<file path="src/rtl/pin_edge_irq_pkg.sv">
// Shared register addresses, trigger field positions and sequencer types.
package pin_edge_irq_pkg;
    localparam int REG_ADDR_W = 3;
    localparam int REG_DATA_W = 32;

    // Register addresses
    typedef enum logic [REG_ADDR_W-1:0] {
        A_EN_LO = 3'd0,
        A_EN_HI = 3'd1,
        A_TRIG  = 3'd2,
        A_PEND  = 3'd3,
        A_FALL  = 3'd4
    } reg_addr_e;

    // Trigger request field positions
    localparam int TRIG_PIN_W     = 8;
    localparam int TRIG_RISE_BIT  = 8;
    localparam int TRIG_FALL_BIT  = 9;
    localparam int TRIG_LVLH_BIT  = 10;
    localparam int TRIG_LVLL_BIT  = 11;

    typedef enum logic {
        SEQ_IDLE = 1'b0,
        SEQ_WAIT = 1'b1
    } seq_state_e;

    typedef struct packed {
        logic fault;
        logic intr;
    } hv_flags_t;
endpackage

</file>
<file path="src/rtl/pin_edge_cfg.sv">
// Configuration registers: split enable mask and per-pin edge selections.
// Assumes SG_PINS < N_PINS. Level trigger requests and out-of-range pins
// are refused with a one-cycle error pulse; the fault index is accepted
// and ignored.
module pin_edge_cfg
    import pin_edge_irq_pkg::*;
#(
    parameter int N_PINS  = 22,
    parameter int SG_PINS = 14
) (
    input  logic                  clk,
    input  logic                  rst_n,
    input  logic                  reg_we,
    input  logic [REG_ADDR_W-1:0] reg_addr,
    input  logic [REG_DATA_W-1:0] reg_wdata,
    output logic [N_PINS-1:0]     en_mask,
    output logic [N_PINS-1:0]     rise_sel,
    output logic [N_PINS-1:0]     fall_sel,
    output logic                  reg_err
);
    localparam int SP_PINS = N_PINS - SG_PINS;

    logic [TRIG_PIN_W-1:0] pin_idx;
    logic                  trig_wr;
    logic                  trig_bad;
    logic                  trig_ok;

    // Decode a trigger-type request and decide whether it is legal
    always_comb begin
        pin_idx  = reg_wdata[TRIG_PIN_W-1:0];
        trig_wr  = reg_we && (reg_addr == A_TRIG);
        trig_bad = reg_wdata[TRIG_LVLH_BIT] || reg_wdata[TRIG_LVLL_BIT]
                   || (pin_idx > TRIG_PIN_W'(N_PINS));
        trig_ok  = trig_wr && !trig_bad;
    end

    // Error pulse for refused requests
    always_ff @(posedge clk) begin
        if (!rst_n) reg_err <= 1'b0;
        else        reg_err <= trig_wr && trig_bad;
    end

    // Switch-to-ground half of the mask
    always_ff @(posedge clk) begin
        if (!rst_n)
            en_mask[SG_PINS-1:0] <= '0;
        else if (reg_we && reg_addr == A_EN_LO)
            en_mask[SG_PINS-1:0] <= reg_wdata[SG_PINS-1:0];
    end

    // Programmable half of the mask
    always_ff @(posedge clk) begin
        if (!rst_n)
            en_mask[N_PINS-1:SG_PINS] <= '0;
        else if (reg_we && reg_addr == A_EN_HI)
            en_mask[N_PINS-1:SG_PINS] <= reg_wdata[SP_PINS-1:0];
    end

    // Per-pin edge selection registers
    for (genvar g = 0; g < N_PINS; g++) begin : g_sel
        logic hit;
        assign hit = trig_ok && (pin_idx == TRIG_PIN_W'(g));

        // Load this pin's rise/fall choice on a legal request
        always_ff @(posedge clk) begin
            if (!rst_n) begin
                rise_sel[g] <= 1'b0;
                fall_sel[g] <= 1'b0;
            end else if (hit) begin
                rise_sel[g] <= reg_wdata[TRIG_RISE_BIT];
                fall_sel[g] <= reg_wdata[TRIG_FALL_BIT];
            end
        end
    end
endmodule

</file>
<file path="src/rtl/pin_edge_detect.sv">
// Snapshot comparator: keeps the previous input word and qualifies the
// differences into per-pin edge fires. Assumes snapshots are single-cycle
// strobes. The first snapshot after reset primes the cache silently.
module pin_edge_detect #(
    parameter int N_PINS = 22
) (
    input  logic              clk,
    input  logic              rst_n,
    input  logic              snap_valid,
    input  logic [N_PINS-1:0] snap_state,
    input  logic [N_PINS-1:0] en_mask,
    input  logic [N_PINS-1:0] rise_sel,
    input  logic [N_PINS-1:0] fall_sel,
    output logic [N_PINS-1:0] fire,
    output logic              live_any,
    output logic              primed
);
    logic [N_PINS-1:0] cache_q;
    logic [N_PINS-1:0] changed;
    logic [N_PINS-1:0] live;

    // Differences, masking and edge qualification for this snapshot
    always_comb begin
        changed  = snap_state ^ cache_q;
        live     = (snap_valid && primed) ? (changed & en_mask) : '0;
        fire     = (live & snap_state & rise_sel) | (live & ~snap_state & fall_sel);
        live_any = |live;
    end

    // Cache update: replaced on any difference, masked pins included
    always_ff @(posedge clk) begin
        if (!rst_n) begin
            cache_q <= '0;
            primed  <= 1'b0;
        end else if (snap_valid) begin
            primed <= 1'b1;
            if (!primed || (changed != '0))
                cache_q <= snap_state;
        end
    end
endmodule

</file>
<file path="src/rtl/pin_edge_seq.sv">
// Flag accumulator and snapshot request sequencer. Flags seen with a
// snapshot belong to that pass; flags seen later are held and cause a
// fresh request, so passes repeat while flags keep arriving.
module pin_edge_seq
    import pin_edge_irq_pkg::*;
(
    input  logic clk,
    input  logic rst_n,
    input  logic hv_valid,
    input  logic hv_fault,
    input  logic hv_int,
    input  logic snap_valid,
    output logic snap_req,
    output logic take_fault,
    output logic take_int
);
    hv_flags_t  acc_q, acc_d, arrive;
    seq_state_e st_q, st_d;

    // Flags arriving now and the flags consumed by a snapshot
    always_comb begin
        arrive.fault = hv_valid && hv_fault;
        arrive.intr  = hv_valid && hv_int;
        take_fault   = snap_valid && (acc_q.fault || arrive.fault);
        take_int     = snap_valid && (acc_q.intr  || arrive.intr);
        acc_d        = snap_valid ? hv_flags_t'('0) : hv_flags_t'(acc_q | arrive);
    end

    // Next request state
    always_comb begin
        st_d = st_q;
        case (st_q)
            SEQ_IDLE: if ((acc_q != '0) && !snap_valid) st_d = SEQ_WAIT;
            SEQ_WAIT: if (snap_valid) st_d = SEQ_IDLE;
            default:  st_d = SEQ_IDLE;
        endcase
    end

    // State and accumulator registers
    always_ff @(posedge clk) begin
        if (!rst_n) begin
            acc_q <= '0;
            st_q  <= SEQ_IDLE;
        end else begin
            acc_q <= acc_d;
            st_q  <= st_d;
        end
    end

    assign snap_req = (st_q == SEQ_WAIT);
endmodule

</file>
<file path="src/rtl/pin_edge_pending.sv">
// Sticky pending bits with write-one-to-clear; a set wins over a clear
// in the same cycle. The summary line is the OR of all bits.
module pin_edge_pending #(
    parameter int W = 23
) (
    input  logic         clk,
    input  logic         rst_n,
    input  logic [W-1:0] set_vec,
    input  logic         clr_we,
    input  logic [W-1:0] clr_vec,
    output logic [W-1:0] pend,
    output logic         irq
);
    logic [W-1:0] clr_eff;

    // Clear bits only on a clear write
    always_comb clr_eff = clr_we ? clr_vec : '0;

    // Sticky update
    always_ff @(posedge clk) begin
        if (!rst_n) pend <= '0;
        else        pend <= (pend & ~clr_eff) | set_vec;
    end

    assign irq = |pend;
endmodule

</file>
<file path="src/rtl/pin_edge_irq.sv">
// Top: edge interrupts emulated from pin snapshots. Connects configuration,
// snapshot comparison, flag sequencing and pending state, and provides the
// register read mux and the per-pass completion report. Assumes
// N_PINS + 1 <= 32 so every readable word fits the data bus.
module pin_edge_irq
    import pin_edge_irq_pkg::*;
#(
    parameter int N_PINS  = 22,
    parameter int SG_PINS = 14
) (
    input  logic                  clk,
    input  logic                  rst_n,
    input  logic                  snap_valid,
    input  logic [N_PINS-1:0]     snap_state,
    input  logic                  hv_valid,
    input  logic                  hv_fault,
    input  logic                  hv_int,
    input  logic                  reg_we,
    input  logic [REG_ADDR_W-1:0] reg_addr,
    input  logic [REG_DATA_W-1:0] reg_wdata,
    output logic [REG_DATA_W-1:0] reg_rdata,
    output logic                  reg_err,
    output logic                  snap_req,
    output logic [N_PINS:0]       pending,
    output logic                  irq,
    output logic                  evt_done,
    output logic                  evt_handled
);
    localparam int SP_PINS = N_PINS - SG_PINS;
    localparam int PEND_W  = N_PINS + 1;

    logic [N_PINS-1:0] en_mask, rise_sel, fall_sel, fire;
    logic              live_any, cache_primed;
    logic              take_fault, take_int;
    logic              clr_wr;
    logic              unused_wdata;

    pin_edge_cfg #(.N_PINS(N_PINS), .SG_PINS(SG_PINS)) cfg_i (
        .clk(clk), .rst_n(rst_n), .reg_we(reg_we), .reg_addr(reg_addr),
        .reg_wdata(reg_wdata), .en_mask(en_mask), .rise_sel(rise_sel),
        .fall_sel(fall_sel), .reg_err(reg_err)
    );

    pin_edge_detect #(.N_PINS(N_PINS)) det_i (
        .clk(clk), .rst_n(rst_n), .snap_valid(snap_valid), .snap_state(snap_state),
        .en_mask(en_mask), .rise_sel(rise_sel), .fall_sel(fall_sel),
        .fire(fire), .live_any(live_any), .primed(cache_primed)
    );

    pin_edge_seq seq_i (
        .clk(clk), .rst_n(rst_n), .hv_valid(hv_valid), .hv_fault(hv_fault),
        .hv_int(hv_int), .snap_valid(snap_valid), .snap_req(snap_req),
        .take_fault(take_fault), .take_int(take_int)
    );

    assign clr_wr       = reg_we && (reg_addr == A_PEND);
    assign unused_wdata = ^reg_wdata;

    pin_edge_pending #(.W(PEND_W)) pend_i (
        .clk(clk), .rst_n(rst_n), .set_vec({take_fault, fire}),
        .clr_we(clr_wr), .clr_vec(reg_wdata[PEND_W-1:0]),
        .pend(pending), .irq(irq)
    );

    // Per-pass completion report
    always_ff @(posedge clk) begin
        if (!rst_n) begin
            evt_done    <= 1'b0;
            evt_handled <= 1'b0;
        end else begin
            evt_done    <= snap_valid;
            evt_handled <= snap_valid && (live_any || take_fault || take_int);
        end
    end

    // Register read mux
    always_comb begin
        reg_rdata = '0;
        case (reg_addr)
            A_EN_LO: reg_rdata[SG_PINS-1:0] = en_mask[SG_PINS-1:0];
            A_EN_HI: reg_rdata[SP_PINS-1:0] = en_mask[N_PINS-1:SG_PINS];
            A_TRIG:  reg_rdata[N_PINS-1:0]  = rise_sel;
            A_PEND:  reg_rdata[PEND_W-1:0]  = pending;
            A_FALL:  reg_rdata[N_PINS-1:0]  = fall_sel;
            default: reg_rdata = '0;
        endcase
    end
endmodule

</file>
<file path="config.mk">
export PLATFORM = sky130hd
export DESIGN_NAME = pin_edge_irq
export DESIGN_NICKNAME = d
export VERILOG_FILES = /design/src/rtl/pin_edge_irq_pkg.sv /design/src/rtl/pin_edge_cfg.sv /design/src/rtl/pin_edge_detect.sv /design/src/rtl/pin_edge_seq.sv /design/src/rtl/pin_edge_pending.sv /design/src/rtl/pin_edge_irq.sv
export SDC_FILE = /design/constraint.sdc
export NUM_CORES = 1
export LEC_CHECK = 0
export BUFFER_PORTS_ARGS = -buffer_cell sky130_fd_sc_hd__buf_2
export CORE_MARGIN = 2
export CORE_UTILIZATION = 59
export DETAILED_ROUTE_END_ITERATION = 16
export PLACE_DENSITY = 0.91
export SLEW_MARGIN = 30
export SYNTH_ARGS = -nofsm -noshare
export SYNTH_HDL_FRONTEND = slang
export SYNTH_SLANG_ARGS = --single-unit
</file>
<file path="constraint.sdc">
create_clock -name clk -period 4.54 [get_ports clk]
set_input_delay 0.454 -clock clk [delete_from_list [all_inputs] [get_ports clk]]
set_output_delay 0.454 -clock clk [all_outputs]
set_load 0.02 [all_outputs]
</file>
=== Word-level counts from Yosys, hierarchy flattened ===
Index checks and enable logic that the tools add are counted.

* Register bits after elaboration: 118
* Input port bits: 64
* Output and inout port bits: 60
* Word-level logic and storage cells: 157

* Magnitude comparators: 1
* Eq/ne operators: 25
* Muxes and demuxes: 9
* Bitwise logic cells: 14
* Reductions and logical operators: 53

{| class="wikitable"
|+ Operators by type and width
! cell !! count
|-
| $and A22 B22 Y22 || 5
|-
| $eq A8 B4 Y1 const B || 8
|-
| $eq A8 B5 Y1 const B || 6
|-
| $pmux W8 S5 || 1
|-
| $logic_and A1 B1 Y1 || 35
|-
| $eq A8 B3 Y1 const B || 4
|-
| $pmux W6 S4 || 1
|-
| $pmux W8 S3 || 1
|-
| $and A23 B23 Y23 || 1
|-
| $mux W23 || 1
|-
| $not A23 Y23 || 1
|-
| $or A23 B23 Y23 || 1
|-
| $reduce_or A23 Y1 || 1
|-
| $mux W22 || 1
|-
| $not A22 Y22 || 1
|-
| $or A22 B22 Y22 || 1
|-
| $reduce_bool A22 Y1 || 1
|-
| $reduce_or A22 Y1 || 1
|-
| $xor A22 B22 Y22 || 1
|-
| $eq A8 B2 Y1 const B || 2
|-
| $eq A8 B1 Y1 const B || 1
|-
| $gt A8 B5 Y1 const B || 1
|-
| $logic_not A8 Y1 || 1
|-
| $logic_or A1 B1 Y1 || 7
|-
| 12 further kinds || 18
|}

=== Longest topological paths before layout ===
* Depth after elaboration: 7
* Depth in mapped cells: 7
* Depth with buffers taken out: 5

=== Hierarchy ===
From an unflattened synthesis, not the netlist that was laid out.

* Cells, all modules: 763
* Area total of the unflattened synthesis: 6530.0 sq um

{| class="wikitable"
|+ By module, submodules not included
! module !! times used !! cells each !! area each (sq um) !! seq. area each (sq um)
|-
| pin_edge_cfg || 1 || 280 || 2795.2 || 1341.3
|-
| pin_edge_detect || 1 || 267 || 1918.1 || 460.4
|-
| pin_edge_pending || 1 || 104 || 885.8 || 460.4
|-
| pin_edge_irq || 1 || 100 || 818.3 || 40.0
|-
| pin_edge_seq || 1 || 12 || 112.6 || 60.1
|}

=== Least setup slack after synthesis ===
No wires, ideal clock.

* Kind: input port to output port
* From: input reg_addr[0]
* To: output reg_rdata[14]
* Data arrival time: 1847 ps
* Required time: 4086 ps
* Setup slack: 2239 ps
* Cell stages on the path: 4
* Buffers on the path: 2
* Cell sequence: clkbuf_1 > buf_1 > mux2i_1 > o21ai_0

* Cells in the longest elaborated chain, start to end: 2
* Elaborated cells on any way between the ends: 4
* Classes of those cells: eq/ne: 3; mux: 1

{| class="wikitable"
|+ RTL lines
! element !! RTL line !! text
|-
| start, declared || pin_edge_irq.sv:19 || <nowiki>input logic [REG_ADDR_W-1:0] reg_addr,</nowiki>
|-
| $eq A3 B3 Y1 or $eq A3 B2 Y1 (tied branches) || pin_edge_irq.sv:79 || <nowiki>case (reg_addr)</nowiki>
|-
| $pmux W8 S3 (*) || pin_edge_irq.sv:79 ||
|-
| end, declared || pin_edge_irq.sv:21 || <nowiki>output logic [REG_DATA_W-1:0] reg_rdata,</nowiki>
|}

Every way passes the cells marked *; elsewhere a longest branch is shown, timed or not.

=== Worst setup path in the final report ===
* From: input reg_addr[2]
* To: output reg_rdata[13]

* Cells in the longest elaborated chain, start to end: 2
* Elaborated cells on any way between the ends: 5
* Classes of those cells: eq/ne: 3; mux: 1; reduce/logical: 1

{| class="wikitable"
|+ RTL lines
! element !! RTL line
|-
| $eq A3 B3 Y1, or another cell as far along || pin_edge_irq.sv:79
|-
| $pmux W6 S4 (*) || pin_edge_irq.sv:79
|}

Marked as above.

==> flow_metrics.py <==
metrics = {
    "layout": {
        "antenna_cells": 0,
        "postLayoutCoreUtil_pct": 72.03,
        "num-nets-final": 856,
        "n_fill_cell": 767,
        "multi_input_area_um2": 3379,
        "area_delta_synth_final_pct": 18.11,
        "layout-drive-gt1-share_pct": 19.50,
        "seqCellArea_um2": 2362,
    },
    "global_routing": {
        "overflow": 0,
        "grt_pass1_vias": 5835,
        "grt_pass1_wl_um": 31440,
        "grt_antenna_before_repair": 0,
        "track_usage_pct": 37.22,
        "grt_max_degree": 56,
    },
    "hold_path": {
        "min_path_type": "input pin to flop",
    },
    "setup_path": {
        "critical_path_arrival_ps": 2390,
        "critPathCaptureType": "output port",
        "cp-start-kind": "input pin",
        "cp.required_ps": 4090,
        "critPathMaxFanout": 25,
        "critPathKind": "input pin to output port",
    },
    "clocking": {
        "cts_resized": 0,
        "cts_root_buffer": "clkbuf_8",
        "clock_path_buffers": 2,
        "cts.sink_count": 118,
        "clk_pin_slew_ps": 50,
        "cts_setup_buffers": 0,
        "cts_tree": "built",
        "ctsHoldBuffers": 0,
        "cts_buffers": 17,
        "htreeDepth": 4,
        "clk_latency_ps": 520,
    },
    "placed_design": {
        "pre_cts_slack_ps": 1622,
        "gp_congestion": 0.9463,
        "port_buffers": 105,
        "dp_hpwl_um": 14240,
    },
    "power_and_ir_drop": {
        "p_seq_share_pct": 41.9,
        "p_sw_mw": 0.6651,
        "pwr-share-comb_pct": 9.0,
        "vdd_ir_drop_max_mv": 0.2368,
        "total_power_mw": 2.565,
        "internal-power_mw": 1.900,
        "p_leak_nw": 2.935,
        "cellPowerDensity_nw_per_um2": 364.4,
        "clockPowerShare_pct": 49.0,
        "switching_share_pct": 25.92,
    },
    "timing": {
        "hold_violations": 0,
        "slew_headroom_pct": 39.54,
        "post-route-worst-setup-slack_ps": 1691,
        "worst_pin_slew_ps": 904.8,
        "max_freq_ghz": 0.3510,
        "setup_tns_ps": 0,
        "setup-violations-final": 0,
        "period_share_pct": 62.75,
        "rsz0062_at_grt": "false",
        "whs_ps": 188.6,
        "finalMaxSlewViolations": 0,
        "fin_crit_ps": 2849,
        "fin_worst_skew_ps": 6.709,
    },
    "routing": {
        "drtPass1Iterations": 7,
        "drtAntennaViolNets": 0,
        "drt-wirelength-per-cell_um": 22.12,
        "drc": 0,
        "vias": 6262,
        "wl_um": 20750,
        "viasPerCell": 6.676,
        "dr.first_iter.drc_count": 877,
    },
    "logic_synthesis": {
        "synth_most_common_cell": "nand2_1",
        "synth-edff-count": 0,
        "async_reset_ff_share_pct": 0,
        "synth_top_area_share_pct": 39.63,
        "synth-seq-cells": 118,
        "ys_types": 52,
        "ys.flop_type": "dfxtp_1",
        "netlist_area_um2": 5961,
        "syn-mean-instance-area_um2": 8.407,
        "yosys.area.top_type": "dfxtp_1",
        "synthTopCellsByArea": "dfxtp_1 (40%), mux2i_1 (11%), nand2_1 (10%), nand3b_1 (4.8%), a32o_1 (3.7%)",
        "synth-seq-area-share_pct": 39.63,
        "netlist_instances": 709,
        "synth_commonest_cells": "nand2_1 (161), dfxtp_1 (118), mux2i_1 (67), nor2_1 (47), a21oi_1 (43)",
        "yosysWarningCount": 0,
    },
    "floorplanning": {
        "dieArea_um2": 10920,
        "die_h_um": 104.5,
        "io-pin-count": 124,
        "initial_utilization_pct": 60.98,
        "num_rows": 36,
        "die_w_um": 104.5,
        "coreArea_um2": 9774,
    },
    "run_status": {
        "status": "finished clean",
    },
    "job": {
        "cap_violations": 0,
    },
}
## state kept, by name, summed over array words and instances, names as in the netlist, 2 cells and up
name and cells:
cfg_i.fall_sel 22, pend_i.pend 23, cfg_i.en_mask 22, seq_i.acc_q 2, cfg_i.rise_sel 22, det_i.cache_q 22
## cells by family (layout without fill, tap and decap cells)
logic type | count (synthesis) | after routing | share of synthesized area (%)
flops | 118 | 118 | 39.63
simple gates | 309 | 309 | 25.50
buf+inv | 58 | 146 | 4.408
compound gates | 133 | 133 | 15.53
other cells | 1 | 9 | 0.06291
xor+xnor | 22 | 22 | 3.232
mux | 68 | 68 | 11.63
## layer usage
| metal | wire length (µm) | vias to the layer above | part of all wire (%) | GRT usage, % |
|---|---|---|---|---|
| li1 | - | 2672 | - | - |
| met1 | 7408 | 2896 | 36 | 46.58 |
| met2 | 9170 | 563 | 44 | 57.98 |
| met3 | 2919 | 131 | 14 | 10.15 |
| met4 | 1248 | 0 | 6.0 | 20.56 |
| met5 | 0 | - | 0 | 0 |
## metrics by stage
stage                     instance area [µm²]  std cells
final                                    7041        938
after global routing                     7041        938
after CTS                                7041        938
after detailed placement                 6486        906
after global placement                   6484        906
after floorplan                          5991        717
## path summary, 6_finish.rpt
kind	start	to	slack, ps	cells past startpoint
max	reg_addr[2]	reg_rdata[13]	1690	5
min	hv_fault	seq_i.acc_q[1]	190	3
max reg2reg	det_i.cache_q[16]	det_i.cache_q[20]	1940	5
min reg2reg	seq_i.acc_q[1]	seq_i.acc_q[1]	480	2
## worst max-delay path, stage by stage
cell     delay (ps)
buf_2           450
nor2b_1         740
a22oi_1         180
o22ai_1         320
buf_2           230
## power groups by stage
stage / Sequential, mW / Clock (mW) / Combinational, mW
6_report: 1.08 / 1.26 / 0.231
5_1_grt: 1.08 / 1.30 / 0.239
3_3_place_gp: 1.10 / 0 / 0.216
4_1_cts: 1.08 / 1.25 / 0.220
3_5_place_dp: 1.10 / 0 / 0.219
2_1_floorplan: 1.09 / 0 / 0.133
## cells in the final DEF (no fill, tap or decap), types with 3 or more instances in the layout
cell / count
nand2b_1: 5
clkinv_4: 3
a32o_1: 22
a32oi_1: 21
buf_2: 105
clkinv_2: 7
nand2_1: 161
nor3_1: 6
a22oi_1: 8
xnor2_1: 5
a21oi_1: 43
mux2i_1: 67
dfxtp_1: 118
conb_1: 9
nand4_1: 3
inv_1: 4
nand3_1: 12
xor2_1: 17
nor2_1: 47
buf_4: 5
o21ai_0: 19
nor4_1: 7
o22ai_1: 12
clkbuf_16: 16
and2_1: 3
nor2b_1: 5
nand3b_1: 38
## layout make-up
| cell class | instances | area share (%) |
|---|---|---|
| repair buffers | 110 | 7.997 |
| clock buffers | 18 | 5.936 |
| clock inverters | 14 | 1.937 |
| multi-input cells | 541 | 48.00 |
| flip-flops and latches | 118 | 33.55 |
| inverters | 4 | 0.2133 |
| well taps | 133 | 2.364 |
Note: power is estimated with default switching activity, not from simulation.
